### src/rtl/pcm_xcvr_pkg.sv
package pcm_xcvr_pkg;

  typedef enum logic {
    TX_IDLE  = 1'b0,
    TX_SHIFT = 1'b1
  } tx_state_t;

  // LSB-first order only applies to short words; longer words fall back to MSB-first
  function automatic logic lsb_allowed(input logic req, input int unsigned len_m1,
                                       input int unsigned lsb_max);
    return req && (len_m1 < lsb_max);
  endfunction

endpackage

### src/rtl/pcm_edge_timing.sv
module pcm_edge_timing #(
  parameter int CNT_W = 9
) (
  input  logic             clk,
  input  logic             rst,
  input  logic             bclk_i,
  input  logic             fsync_i,
  input  logic             cfg_sample_fall,
  input  logic             cfg_fsync_inv,
  output logic             smp_evt,
  output logic             drv_evt,
  output logic             frame_start,
  output logic             in_frame,
  output logic [CNT_W-1:0] bit_idx,
  output logic [CNT_W-1:0] smp_idx
);

  logic bclk_q, fs_prev_q, fs_act, rise, fall;

  assign rise        = bclk_i & ~bclk_q;
  assign fall        = ~bclk_i & bclk_q;
  assign smp_evt     = cfg_sample_fall ? fall : rise;
  assign drv_evt     = cfg_sample_fall ? rise : fall;
  assign fs_act      = fsync_i ^ cfg_fsync_inv;
  assign frame_start = smp_evt & fs_act & ~fs_prev_q;

  // index of the sample edge happening in this cycle
  always_comb begin
    if (frame_start)          smp_idx = '0;
    else if (bit_idx == '1)   smp_idx = bit_idx;
    else                      smp_idx = bit_idx + 1'b1;
  end

  always_ff @(posedge clk) begin
    if (rst) begin
      bclk_q    <= 1'b0;
      fs_prev_q <= 1'b0;
      in_frame  <= 1'b0;
      bit_idx   <= '0;
    end else begin
      bclk_q <= bclk_i;
      if (smp_evt) fs_prev_q <= fs_act;
      if (frame_start) begin
        in_frame <= 1'b1;
        bit_idx  <= '0;
      end else if (smp_evt && in_frame) begin
        bit_idx <= smp_idx;
      end
    end
  end

endmodule

### src/rtl/pcm_rx_deser.sv
module pcm_rx_deser
  import pcm_xcvr_pkg::*;
#(
  parameter int          DATA_W  = 32,
  parameter int          OFF_W   = 8,
  parameter int unsigned LSB_MAX = 24,
  localparam int         LEN_W   = $clog2(DATA_W),
  localparam int         CNT_W   = OFF_W + 1
) (
  input  logic              clk,
  input  logic              rst,
  input  logic              smp_evt,
  input  logic              frame_live,
  input  logic [CNT_W-1:0]  smp_idx,
  input  logic              din,
  input  logic              cfg_lsb,
  input  logic [LEN_W-1:0]  cfg_len_m1,
  input  logic [OFF_W-1:0]  cfg_off,
  output logic [DATA_W-1:0] rx_data,
  output logic              rx_valid
);

  logic [DATA_W-1:0] sr_q, base, nxt;
  logic [CNT_W-1:0]  rel;
  logic [LEN_W:0]    sh;
  logic              in_slot, lsb_eff;

  always_comb begin
    lsb_eff = lsb_allowed(cfg_lsb, 32'(cfg_len_m1), LSB_MAX);
    rel     = smp_idx - CNT_W'(cfg_off);
    in_slot = frame_live && (smp_idx >= CNT_W'(cfg_off)) && (rel <= CNT_W'(cfg_len_m1));
    base    = (rel == '0) ? '0 : sr_q;
    nxt     = lsb_eff ? {din, base[DATA_W-1:1]} : {base[DATA_W-2:0], din};
    sh      = (LEN_W+1)'(DATA_W-1) - (LEN_W+1)'(cfg_len_m1);
  end

  always_ff @(posedge clk) begin
    if (rst) begin
      sr_q     <= '0;
      rx_data  <= '0;
      rx_valid <= 1'b0;
    end else begin
      rx_valid <= 1'b0;
      if (smp_evt && in_slot) begin
        sr_q <= nxt;
        if (rel == CNT_W'(cfg_len_m1)) begin
          rx_data  <= lsb_eff ? (nxt >> sh) : nxt;
          rx_valid <= 1'b1;
        end
      end
    end
  end

endmodule

### src/rtl/pcm_tx_ser.sv
module pcm_tx_ser
  import pcm_xcvr_pkg::*;
#(
  parameter int          DATA_W  = 32,
  parameter int          OFF_W   = 8,
  parameter int unsigned LSB_MAX = 24,
  localparam int         LEN_W   = $clog2(DATA_W),
  localparam int         CNT_W   = OFF_W + 1
) (
  input  logic              clk,
  input  logic              rst,
  input  logic              drv_evt,
  input  logic              in_frame,
  input  logic [CNT_W-1:0]  bit_idx,
  input  logic [DATA_W-1:0] tx_data,
  input  logic              tx_valid,
  input  logic              cfg_lsb,
  input  logic [LEN_W-1:0]  cfg_len_m1,
  input  logic [OFF_W-1:0]  cfg_off,
  input  logic              cfg_force_hiz,
  output logic              tx_ready,
  output logic              dout,
  output logic              oe,
  output logic              underrun
);

  tx_state_t         st_q;
  logic              full_q, lsb_eff, at_start;
  logic [DATA_W-1:0] hold_q, shreg_q, aligned;
  logic [CNT_W-1:0]  rel;
  logic [LEN_W:0]    sh;

  always_comb begin
    lsb_eff  = lsb_allowed(cfg_lsb, 32'(cfg_len_m1), LSB_MAX);
    rel      = bit_idx - CNT_W'(cfg_off);
    at_start = in_frame && (bit_idx == CNT_W'(cfg_off));
    sh       = (LEN_W+1)'(DATA_W-1) - (LEN_W+1)'(cfg_len_m1);
    aligned  = hold_q << sh;
  end

  assign tx_ready = ~full_q;

  always_ff @(posedge clk) begin
    if (rst) begin
      st_q     <= TX_IDLE;
      full_q   <= 1'b0;
      hold_q   <= '0;
      shreg_q  <= '0;
      dout     <= 1'b0;
      oe       <= 1'b0;
      underrun <= 1'b0;
    end else begin
      underrun <= 1'b0;
      if (drv_evt && at_start) begin
        if (full_q) begin
          full_q <= 1'b0;
          st_q   <= TX_SHIFT;
          oe     <= 1'b1;
          if (lsb_eff) begin
            dout    <= hold_q[0];
            shreg_q <= hold_q >> 1;
          end else begin
            dout    <= aligned[DATA_W-1];
            shreg_q <= aligned << 1;
          end
        end else begin
          underrun <= 1'b1;
          st_q     <= TX_IDLE;
          oe       <= 1'b0;
        end
      end else if (drv_evt && in_frame && st_q == TX_SHIFT) begin
        if (rel <= CNT_W'(cfg_len_m1)) begin
          dout    <= lsb_eff ? shreg_q[0] : shreg_q[DATA_W-1];
          shreg_q <= lsb_eff ? (shreg_q >> 1) : (shreg_q << 1);
          oe      <= 1'b1;
        end else begin
          st_q <= TX_IDLE;
          oe   <= 1'b0;
        end
      end
      if (tx_valid && !full_q) begin
        hold_q <= tx_data;
        full_q <= 1'b1;
      end
      if (cfg_force_hiz) oe <= 1'b0;
    end
  end

endmodule

### src/rtl/pcm_xcvr.sv
module pcm_xcvr #(
  parameter int          DATA_W  = 32,
  parameter int          OFF_W   = 8,
  parameter int unsigned LSB_MAX = 24,
  localparam int         LEN_W   = $clog2(DATA_W),
  localparam int         CNT_W   = OFF_W + 1
) (
  input  logic              clk,
  input  logic              rst,
  input  logic              pcm_bclk_i,
  input  logic              pcm_fsync_i,
  input  logic              pcm_din_i,
  output logic              pcm_dout_o,
  output logic              pcm_dout_oe_o,
  input  logic              cfg_sample_fall,
  input  logic              cfg_fsync_inv,
  input  logic              cfg_force_hiz,
  input  logic              cfg_rx_lsb_first,
  input  logic [LEN_W-1:0]  cfg_rx_len_m1,
  input  logic [OFF_W-1:0]  cfg_rx_offset,
  input  logic              cfg_tx_lsb_first,
  input  logic [LEN_W-1:0]  cfg_tx_len_m1,
  input  logic [OFF_W-1:0]  cfg_tx_offset,
  input  logic [DATA_W-1:0] tx_data_i,
  input  logic              tx_valid_i,
  output logic              tx_ready_o,
  output logic              tx_underrun_o,
  output logic [DATA_W-1:0] rx_data_o,
  output logic              rx_valid_o
);

  logic             smp_evt, drv_evt, frame_start, in_frame;
  logic [CNT_W-1:0] bit_idx, smp_idx;

  pcm_edge_timing #(.CNT_W(CNT_W)) u_timing (
    .clk(clk), .rst(rst), .bclk_i(pcm_bclk_i), .fsync_i(pcm_fsync_i),
    .cfg_sample_fall(cfg_sample_fall), .cfg_fsync_inv(cfg_fsync_inv),
    .smp_evt(smp_evt), .drv_evt(drv_evt), .frame_start(frame_start),
    .in_frame(in_frame), .bit_idx(bit_idx), .smp_idx(smp_idx)
  );

  pcm_rx_deser #(.DATA_W(DATA_W), .OFF_W(OFF_W), .LSB_MAX(LSB_MAX)) u_rx (
    .clk(clk), .rst(rst), .smp_evt(smp_evt), .frame_live(frame_start | in_frame),
    .smp_idx(smp_idx), .din(pcm_din_i), .cfg_lsb(cfg_rx_lsb_first),
    .cfg_len_m1(cfg_rx_len_m1), .cfg_off(cfg_rx_offset),
    .rx_data(rx_data_o), .rx_valid(rx_valid_o)
  );

  pcm_tx_ser #(.DATA_W(DATA_W), .OFF_W(OFF_W), .LSB_MAX(LSB_MAX)) u_tx (
    .clk(clk), .rst(rst), .drv_evt(drv_evt), .in_frame(in_frame), .bit_idx(bit_idx),
    .tx_data(tx_data_i), .tx_valid(tx_valid_i), .cfg_lsb(cfg_tx_lsb_first),
    .cfg_len_m1(cfg_tx_len_m1), .cfg_off(cfg_tx_offset), .cfg_force_hiz(cfg_force_hiz),
    .tx_ready(tx_ready_o), .dout(pcm_dout_o), .oe(pcm_dout_oe_o), .underrun(tx_underrun_o)
  );

endmodule

### config.mk
export PLATFORM = sky130hd
export DESIGN_NAME = pcm_xcvr
export DESIGN_NICKNAME = d
export VERILOG_FILES = /design/src/rtl/pcm_xcvr_pkg.sv /design/src/rtl/pcm_edge_timing.sv /design/src/rtl/pcm_rx_deser.sv /design/src/rtl/pcm_tx_ser.sv /design/src/rtl/pcm_xcvr.sv
export SDC_FILE = /design/constraint.sdc
export NUM_CORES = 1
export LEC_CHECK = 0
export ABC_AREA = 1
export ABC_CLOCK_PERIOD_IN_PS = 5540
export BUFFER_PORTS_ARGS = -buffer_cell sky130_fd_sc_hd__buf_4
export CORE_ASPECT_RATIO = 2
export CORE_UTILIZATION = 40
export DETAILED_ROUTE_END_ITERATION = 12
export SYNTH_ARGS = -nofsm -noshare
export SYNTH_HDL_FRONTEND = slang
export SYNTH_SLANG_ARGS = --single-unit
### constraint.sdc
create_clock -name clk -period 5.54 [get_ports clk]
set_clock_uncertainty 0.2 [all_clocks]
set_input_delay 0.831 -clock clk [delete_from_list [all_inputs] [get_ports clk]]
set_output_delay 0.831 -clock clk [all_outputs]
set_load 0.005 [all_outputs]
* Yosys cells after proc, flatten, opt, wreduce, memory -nomap -nowiden
Index checks and enable logic that the tools add are counted.
Operators by class: shifts and indexed selects 2, multiplexer cells 30, multiply operators 0, div/mod/pow operators 0, equal/unequal tests 5, order comparisons 5, reductions and logical operators 23, bitwise gates (word level) 12, add/subtract/negate cells 5
Operators with widths (number):
- two-way mux 32 bit | 9
- left shift 32 x 6 -> 32 bit | 1
- >> shifter 32 x 6 -> 32 bit | 1
- two-way mux 1 bit | 19
- less-or-equal comparator 9 x 5 -> 1 bit | 2
- two-way mux 9 bit | 2
- subtractor 9 x 8 -> 9 bit | 2
- subtractor 5 x 5 -> 6 bit, first input constant | 2
- logical AND 1 bit | 11
- less-than comparator 5 bit, second input constant | 2
- adder 9 x 1 -> 9 bit, second input constant | 1
- == test 9 x 5 -> 1 bit | 1
- == test 9 x 8 -> 1 bit | 1
- == test 9 bit, second input constant | 1
- >= comparator 9 x 8 -> 1 bit | 1
- logical NOT 9 bit | 1
- OR reduction 2 bit | 4
- NOT 1 bit | 6
- nonzero test 2 bit | 3
- bitwise AND 1 bit | 4
- != test 2 x 1 -> 1 bit, second input constant | 2
- AND reduction 2 bit | 2
- AND reduction 3 bit | 1
- logical NOT 1 bit | 1
- 2 further kinds | 2
Word-level totals: input bits 69, word-level logic and storage cells 96, flip-flop bits (word level) 146, bits in writable memories 0, memory bits (read-only) 0, memories 0, latch bits 0, output and inout port bits 37

* Depth between registers and ports, before layout
Gate-level depths: netlist of the first run.
depth in word-level cells 12, gate-level depth with buffers 33, mapped depth without buffers 31

* By module
A second synthesis of the first run with hierarchy kept.
Second synthesis, totals: cell total of the unflattened synthesis 1953, area, all modules 11521.0 µm²
Modules (own cells, without submodules):
- pcm_tx_ser | sequential area each 1381.3 µm², cells an instance 1020, area each 5818.1 µm², instances 1
- pcm_rx_deser | sequential area each 1301.2 µm², cells an instance 797, area each 4845.9 µm², instances 1
- pcm_edge_timing | sequential area each 240.2 µm², cells an instance 133, area each 845.8 µm², instances 1
- pcm_xcvr | sequential area each 0.0 µm², cells an instance 3, area each 11.3 µm², instances 1

* Least setup slack after synthesis of the first run
Ideal clock, no wire load.
path kind input to register, from in cfg_sample_fall, to reg u_rx.sr_q[0], data required time 5.224 ns, arrival 4.039 ns, cell stages on the path 24, setup slack 1.185 ns, path buffers 2, library setup time 0.116 ns, cells stage by stage inv_1 > nand3_1 > nand2_1 > nand3b_1 > clkbuf_1 > nand3_1 > ha_1 > fa_1 > inv_1 > nand2_1 > nand2_1 > nand3_1 > nand2_1 > inv_1 > ha_1 > inv_1 > nor3b_1 > nand3_1 > o31a_1 > nor2_1 > buf_2 > nand3_1 > o211ai_1 > inv_1
Between the ends: longest elaborated chain between the ends 8, elaborated cells on any way between the ends 14, classes of those cells add/sub: 1; order compare: 2; mux: 4; bitwise: 3; reduce/logical: 4
Ends and longest elaborated chain:
- start, declared | RTL line pcm_xcvr.sv:15 | input logic cfg_sample_fall,
- two-way mux 1 bit (*) | RTL line pcm_edge_timing.sv:22 | assign smp_evt = cfg_sample_fall ? fall : rise;
- bitwise AND 1 bit (2 in series) | RTL line pcm_edge_timing.sv:25 | assign frame_start = smp_evt & fs_act & ~fs_prev_q;
- two-way mux 9 bit | RTL line pcm_edge_timing.sv:29 | if (frame_start) smp_idx = '0;
- subtractor 9 x 8 -> 9 bit or >= comparator 9 x 8 -> 1 bit (tied branches) | RTL line pcm_rx_deser.sv:30, pcm_rx_deser.sv:31
- less-or-equal comparator 9 x 5 -> 1 bit (tied with other cells) | RTL line pcm_rx_deser.sv:31 | in_slot = frame_live && (smp_idx >= CNT_W'(cfg_off)) && (rel <= CNT_W'(cfg_len_m1));
- logical AND 1 bit or two-way mux 32 bit (tied branches) | RTL line pcm_rx_deser.sv:31, pcm_rx_deser.sv:32
- logical AND 1 bit or two-way mux 32 bit (tied branches) | RTL line pcm_rx_deser.sv:44, pcm_rx_deser.sv:33
- end signal, assigned | RTL line pcm_rx_deser.sv:45 | sr_q <= nxt;
- end, declared | RTL line pcm_rx_deser.sv:23 | logic [DATA_W-1:0] sr_q, base, nxt;
Mark *: on every way between the ends. The rest lies on a longest branch, timed or not. A chain may end at the register's enable or synchronous reset.

* Worst setup path in the final report of the first run
from reg u_timing.bit_idx[1], to reg u_rx.rx_data[2]
Between the ends: longest elaborated chain between the ends 9, elaborated cells on any way between the ends 17, classes of those cells add/sub: 2; order compare: 2; eq/ne: 2; shift: 1; mux: 5; reduce/logical: 5
Ends and longest elaborated chain:
- start, declared | RTL line pcm_edge_timing.sv:14 | output logic [CNT_W-1:0] bit_idx,
- start signal, assigned | RTL line pcm_edge_timing.sv:47 | bit_idx <= smp_idx;
- adder 9 x 1 -> 9 bit or == test 9 bit (tied branches) | RTL line pcm_edge_timing.sv:31, pcm_edge_timing.sv:30
- two-way mux 9 bit (*) | RTL line pcm_edge_timing.sv:30 | else if (bit_idx == '1) smp_idx = bit_idx;
- two-way mux 9 bit (*) | RTL line pcm_edge_timing.sv:29
- subtractor 9 x 8 -> 9 bit | RTL line pcm_rx_deser.sv:30 | rel = smp_idx - CNT_W'(cfg_off);
- logical NOT 9 bit | RTL line pcm_rx_deser.sv:32 | base = (rel == '0) ? '0 : sr_q;
- two-way mux 32 bit | RTL line pcm_rx_deser.sv:32
- two-way mux 32 bit | RTL line pcm_rx_deser.sv:33 | nxt = lsb_eff ? {din, base[DATA_W-1:1]} : {base[DATA_W-2:0], din};
- >> shifter 32 x 6 -> 32 bit | RTL line pcm_rx_deser.sv:47 | rx_data <= lsb_eff ? (nxt >> sh) : nxt;
- two-way mux 32 bit | RTL line pcm_rx_deser.sv:47
- end signal, assigned | RTL line pcm_rx_deser.sv:47
- end, declared | RTL line pcm_rx_deser.sv:19 | output logic [DATA_W-1:0] rx_data,
Marks and branches as above.

==> results.json, run 1 <==
{
  "grtUsageTotal_pct": 30.3,
  "yosysWarnings": 0,
  "power_uw": 2890,
  "yosysSeqAreaShare_pct": 27.2,
  "cap_violations": 0,
  "hold_path.class": "reg2reg",
  "hold_end": "u_timing.fs_prev_q",
  "hp-start": "u_timing.fs_prev_q",
  "rsz0062_at_grt": "no",
  "wirelength_um": 41200,
  "cts_tree": "built",
  "period_share_pct": 88.5,
  "maxSlewViolCount": 0,
  "dpl.hpwl_um": 31400,
  "final_nets": 1851,
  "grt_pass1_vias": 11852,
  "yosys.area_share.simple_pct": 31.5,
  "rr_endpoint": "u_rx.rx_data[2]",
  "cp.arrival_ns": 5.08,
  "critPathKind": "reg2reg",
  "worstSetupEndpointType": "register",
  "cts_buffer_depth": 2,
  "syn_area_per_cell_sq_um": 6.26,
  "num_vias": 12113,
  "detail_route.first_pass.iterations": 5,
  "layout_common_cells": "nand2_1 (346), nand3_1 (234), o21ai_0 (192), inv_1 (171), dfxtp_1 (146)",
  "grt_antenna_before_repair": 0,
  "ctsResizeCount": 0,
  "netlist_area_sq_um": 10700,
  "synth_ff_type": "dfxtp_1",
  "hold_viol_final": 0,
  "cpMaxStageDelayCell": "dfxtp_1",
  "dpl.cell_count": 2076,
  "ys_types": 54,
  "r2r_setup_slack_ns": 0.64,
  "syn_inst": 1715,
  "n_fill_cell": 2856,
  "cp_common_cell": "nand2_1",
  "synth_top_family_by_area": "simple AND/OR/NAND/NOR gates",
  "synthArstFlopShare_pct": 0,
  "synth_seq_cells": 146,
  "final_common_cell": "nand2_1",
  "dieHeight_um": 234,
  "die_area_sq_um": 27500,
  "power_density_nw_per_um2": 235,
  "holdPathStages": 2,
  "coreArea_sq_um": 26400,
  "multi_input_area_sq_um": 6650,
  "ant_nets": 0,
  "seqCellArea_sq_um": 2920,
  "hold_ws_ns": 0.260,
  "die_x_um": 118,
  "synth_nets": 1815,
  "synth_mux_area_share_pct": 1.03,
  "layout.cells.non_filler": 2107,
  "diodes": 0,
  "synth_compound_area_share_pct": 24.7,
  "num_io_pins": 106,
  "fmax_mhz": 204,
  "worst-r2r-cell-count": 29,
  "wire_per_inst_um": 19.6,
  "clk_latency_ns": 0.45,
  "required_ns": 5.72,
  "start_util_pct": 40.7,
  "power.leakage_uw": 0.00564,
  "cts_num_sinks": 146,
  "grt_first_pass_wirelength_um": 64000,
  "vdd_drop_max_v": 0.000230,
  "portBuffers": 105,
  "grt_max_degree": 64,
  "synthXorXnorAreaFrac_pct": 0.816,
  "synthAdderAreaFrac_pct": 3.75,
  "setup_violations": 0,
  "syn2layout_area_growth_pct": 14.5,
  "startpoint_type": "register",
  "htree_num_levels": 4,
  "postCtsSetupRepairBufs": 0,
  "max_stage_delay_ns": 0.46,
  "grt-ovfl-total": 0,
  "clockRootBuffer": "clkbuf_16",
  "clkTransAtPathRegs_ns": 0.06,
  "final_util_pct": 46.6,
  "drc": 0,
  "synth_edf_count": 0,
  "max-slew-margin-rel_pct": 39.1,
  "status": "finished clean",
  "gp_congestion": 1.01,
  "path_max_fanout": 21,
  "drive_above_1_share_pct": 11.6,
  "vias_per_cell": 5.75,
  "worstMarginPinSlew_ns": 0.907,
  "tns_ns": 0,
  "min_period_ns": 4.90,
  "rows": 84,
  "r2r-start": "u_timing.bit_idx[1]",
  "cts_hold_buffers": 0,
  "drt_iter0_markers": 928,
  "cts_made_buffers": 17
}
==> flip-flops by register name, indices dropped and copies added (netlist names) <==
| register | cells |
|---|---|
| u_rx.rx_data | 32 |
| u_rx.rx_valid | 1 |
| u_rx.sr_q | 32 |
| u_timing.bclk_q | 1 |
| u_timing.bit_idx | 9 |
| u_timing.fs_prev_q | 1 |
| u_timing.in_frame | 1 |
| u_tx.dout | 1 |
| u_tx.full_q | 1 |
| u_tx.hold_q | 32 |
| u_tx.oe | 1 |
| u_tx.shreg_q | 32 |
| u_tx.st_q | 1 |
| u_tx.underrun | 1 |
==> critical path: cells and delay by family, from the launching register on <==
| kind | cells | cell delay, ns |
|---|---|---|
| and+or+nand+nor | 20 | 2.60 |
| adders and majority gates | 3 | 0.84 |
| buffers and inverters | 5 | 0.58 |
| DFF | 1 | 0.46 |
| AOI/OAI and AO/OA | 1 | 0.15 |
==> through the flow <==
| step | instance area, sq um | setup WS [ns] |
|---|---|---|
| 6_report | 12300 | 0.639 |
| 5_1_grt | 12300 | 0.122 |
| 4_1_cts | 12300 | 0.526 |
| 3_5_place_dp | 11700 | 0.324 |
| 3_3_place_gp | 11700 | 0.346 |
| 2_1_floorplan | 10700 | 1.18 |
==> synth_stat cells, types with 3 or more instances <==
| library cell | instances | share of area, % |
|---|---|---|
| ha_1 | 29 | 3.4 |
| buf_1 | 8 | 0.28 |
| a211oi_1 | 26 | 1.8 |
| nand2_2 | 5 | 0.29 |
| xnor2_1 | 6 | 0.49 |
| clkbuf_1 | 82 | 2.9 |
| buf_2 | 15 | 0.70 |
| o221ai_1 | 3 | 0.24 |
| xor2_1 | 4 | 0.33 |
| nand3_1 | 234 | 11 |
| a21oi_1 | 126 | 5.9 |
| buf_12 | 3 | 0.56 |
| or2_2 | 6 | 0.35 |
| o211ai_1 | 47 | 3.3 |
| nand4_1 | 10 | 0.58 |
| inv_2 | 3 | 0.10 |
| o21ai_0 | 192 | 9.0 |
| nand3_2 | 22 | 2.1 |
| o2111ai_1 | 3 | 0.24 |
| o21ai_1 | 12 | 0.56 |
| dfxtp_1 | 146 | 27 |
| a22oi_1 | 5 | 0.35 |
| nand2_1 | 347 | 12 |
| nand3b_1 | 3 | 0.21 |
| o22ai_1 | 4 | 0.23 |
| clkinv_1 | 8 | 0.28 |
| mux2i_1 | 11 | 1.0 |
| inv_1 | 171 | 6.0 |
| nor2_1 | 121 | 4.2 |
| nor3_1 | 3 | 0.14 |
| a31oi_1 | 32 | 1.9 |
==> where the power goes <==
| part | internal (uW) | leakage [uW] | switching [uW] |
|---|---|---|---|
| logic | 165 | 0.00414 | 352 |
| clock network | 780 | 0.000311 | 493 |
| registers | 1070 | 0.00118 | 23.7 |
| total | 2020 | 0.00564 | 869 |
==> cells by family after synthesis <==
| logic type | count (synthesis) |
|---|---|
| simple gates | 759 |
| compound gates | 465 |
| buf+inv | 293 |
| flops | 146 |
| fa+ha+maj | 31 |
| mux | 11 |
| xor+xnor | 10 |
==> final cells by class <==
type / count / area share, %
Timing Repair Buffer: 128 / 7.92
Multi-Input combinational cell: 1276 / 54.1
Clock buffer: 20 / 3.71
Tap cell: 344 / 3.50
Sequential cell: 146 / 23.8
Clock inverter: 11 / 1.45
Inverter: 182 / 5.57
==> worst max-delay path by stage <==
stage	cells after the start	start	endpoint
floorplan	24	cfg_sample_fall	u_rx.sr_q[0]
global placement	26	cfg_sample_fall	u_rx.rx_data[2]
detailed placement	26	cfg_sample_fall	u_rx.rx_data[2]
CTS	29	u_timing.bit_idx[1]	u_rx.rx_data[2]
global route	30	u_timing.bit_idx[1]	u_rx.rx_data[4]
finish	29	u_timing.bit_idx[1]	u_rx.rx_data[2]
==> metal layers <==
layer  part of all wire (%)  GRT usage (%)  up-vias
li1                       -              -     5925
met1                     33           27.0     5625
met2                     54           58.5      385
met3                    3.5           4.32      178
met4                    8.8           27.0        0
met5                      0              0        -
Note: power is estimated with default switching activity, not from simulation.
==> inputs of run 2 (changes only) <==
- MAX_ROUTING_LAYER: not set -> met4
==> run 2 against run 1 <==
  * Sequential cell count did not move
  * Utilization did not move
  * Final area did not move
  * Wire length rose by 3.1%
  * Worst hold slack improved by 0.0081 ns
  * Global-route usage rose by 1.8 points
  * Combinational power rose by 1%
  * Clock power barely moved
  * First-iteration DRC count fell by 1.3%
  * Clock-buffer cell count rose by 2
  * Non-clock buffer count rose by 3
==> results.json, run 2 (synthesis results as in run 1) <==
{
  "status": "finished clean",
  "max-slew-margin-rel_pct": 30.3,
  "grt_first_pass_wirelength_um": 65600,
  "max_stage_delay_ns": 0.46,
  "syn2layout_area_growth_pct": 14.5,
  "placement.cell_area_sq_um": 11700,
  "power.leakage_uw": 0.00564,
  "coreArea_sq_um": 26400,
  "grt_antenna_before_repair": 0,
  "grtUsageTotal_pct": 32.1,
  "cts_tree": "built",
  "cp.arrival_ns": 5.13,
  "setup_violations": 0,
  "final_common_cell": "nand2_1",
  "endpoint": "u_rx.rx_data[7]",
  "cpMaxStageDelayCell": "dfxtp_1",
  "critPathKind": "reg2reg",
  "top_layer_used": "met4",
  "r2r_setup_slack_ns": 0.54,
  "cp_common_cell": "nand2_1",
  "min_period_ns": 5.00,
  "wire_per_inst_um": 20.1,
  "wirelength_um": 42500,
  "detail_route.first_pass.iterations": 5,
  "final_util_pct": 46.6,
  "drt_iter0_markers": 916,
  "cap_violations": 0,
  "maxSlewViolCount": 0,
  "period_share_pct": 90.3,
  "cts_hold_buffers": 0,
  "stdcell_area_sq_um": 12300,
  "cts_made_buffers": 17,
  "portBuffers": 105,
  "m1WireLength_um": 14200,
  "num_vias": 12170,
  "power_density_nw_per_um2": 234,
  "num_io_pins": 106,
  "n_fill_cell": 2810,
  "layout_common_cells": "nand2_1 (346), nand3_1 (234), o21ai_0 (192), inv_1 (171), dfxtp_1 (146)",
  "clk_latency_ns": 0.45,
  "r2r-start": "u_timing.bit_idx[1]",
  "ctsResizeCount": 0,
  "rr_endpoint": "u_rx.rx_data[7]",
  "vdd_drop_max_v": 0.000218,
  "die_area_sq_um": 27500,
  "path_max_fanout": 16,
  "multi_input_area_sq_um": 6650,
  "startpoint_type": "register",
  "dieHeight_um": 234,
  "grt_max_degree": 105,
  "clkTransAtPathRegs_ns": 0.06,
  "startpoint": "u_timing.bit_idx[1]",
  "hold_path.class": "reg2reg",
  "postCtsSetupRepairBufs": 0,
  "rows": 84,
  "worstSetupEndpointType": "register",
  "die_x_um": 118,
  "grt_pass1_vias": 11944,
  "drive_above_1_share_pct": 11.7,
  "wl_met2_um": 23800,
  "drc": 0,
  "holdPathStages": 2,
  "dpl.cell_count": 2079,
  "start_util_pct": 40.7,
  "dpl.hpwl_um": 32300,
  "ant_nets": 0,
  "layout.cells.non_filler": 2111,
  "cts_buffer_depth": 2,
  "final_nets": 1854,
  "grt-ovfl-total": 0,
  "clockRootBuffer": "clkbuf_16",
  "met3_length_um": 1480,
  "required_ns": 5.67,
  "worst-r2r-cell-count": 30,
  "vias_per_cell": 5.77,
  "hold_viol_final": 0,
  "worstMarginPinSlew_ns": 1.04,
  "cts_num_sinks": 146,
  "diodes": 0,
  "htree_num_levels": 4,
  "fmax_mhz": 200,
  "gp_congestion": 1.04,
  "seqCellArea_sq_um": 2920
}
## run 2: worst min path at each step
| stage | from | to | slack (ns) |
|---|---|---|---|
| after global routing | u_timing.fs_prev_q | u_timing.fs_prev_q | 0.29 |
| after global placement | u_timing.fs_prev_q | u_timing.fs_prev_q | 0.25 |
| after floorplan | u_timing.fs_prev_q | u_timing.fs_prev_q | 0.23 |
| after CTS | u_timing.fs_prev_q | u_timing.fs_prev_q | 0.27 |
| final | u_timing.fs_prev_q | u_timing.fs_prev_q | 0.27 |
| after detailed placement | u_timing.fs_prev_q | u_timing.fs_prev_q | 0.26 |
## run 2: area by class of cell
| cell class | count | area share [%] |
|---|---|---|
| multi-input combinational | 1276 | 54.1 |
| sequential | 146 | 23.8 |
| timing repair buffer | 131 | 8.10 |
| inverter | 182 | 5.57 |
| clock buffer | 22 | 3.69 |
| tap | 344 | 3.50 |
| clock inverter | 10 | 1.28 |
## run 2: metrics by stage
stage	hold slack (ns)	total power [uW]	TNS, ns	setup slack, ns
floorplan	0.234	1450	0	1.18
global placement	0.247	1640	0	0.285
detailed placement	0.262	1640	0	0.332
CTS	0.273	2890	0	0.452
global route	0.289	2990	-0.0197	-0.0197
finish	0.268	2870	0	0.537
## run 2: power by group
| group | internal (uW) | switching, uW |
|---|---|---|
| Sequential | 1070 | 23.9 |
| Clock | 764 | 487 |
| Combinational | 166 | 359 |
| Total | 2000 | 870 |
## run 2: critical path: cells and delay by family (launching register included)
| kind | cells | cell delay (ns) |
|---|---|---|
| simple gates | 21 | 2.35 |
| compound gates | 2 | 0.71 |
| buf+inv | 5 | 0.62 |
| fa+ha+maj | 2 | 0.54 |
| flops | 1 | 0.46 |
## run 2: per-layer routing
layer  up-vias  GRT usage [%]
met4         0           22.4
met3       152           3.83
met2       396           62.9
li1       5923              -
met1      5699           28.0
met5         -              -
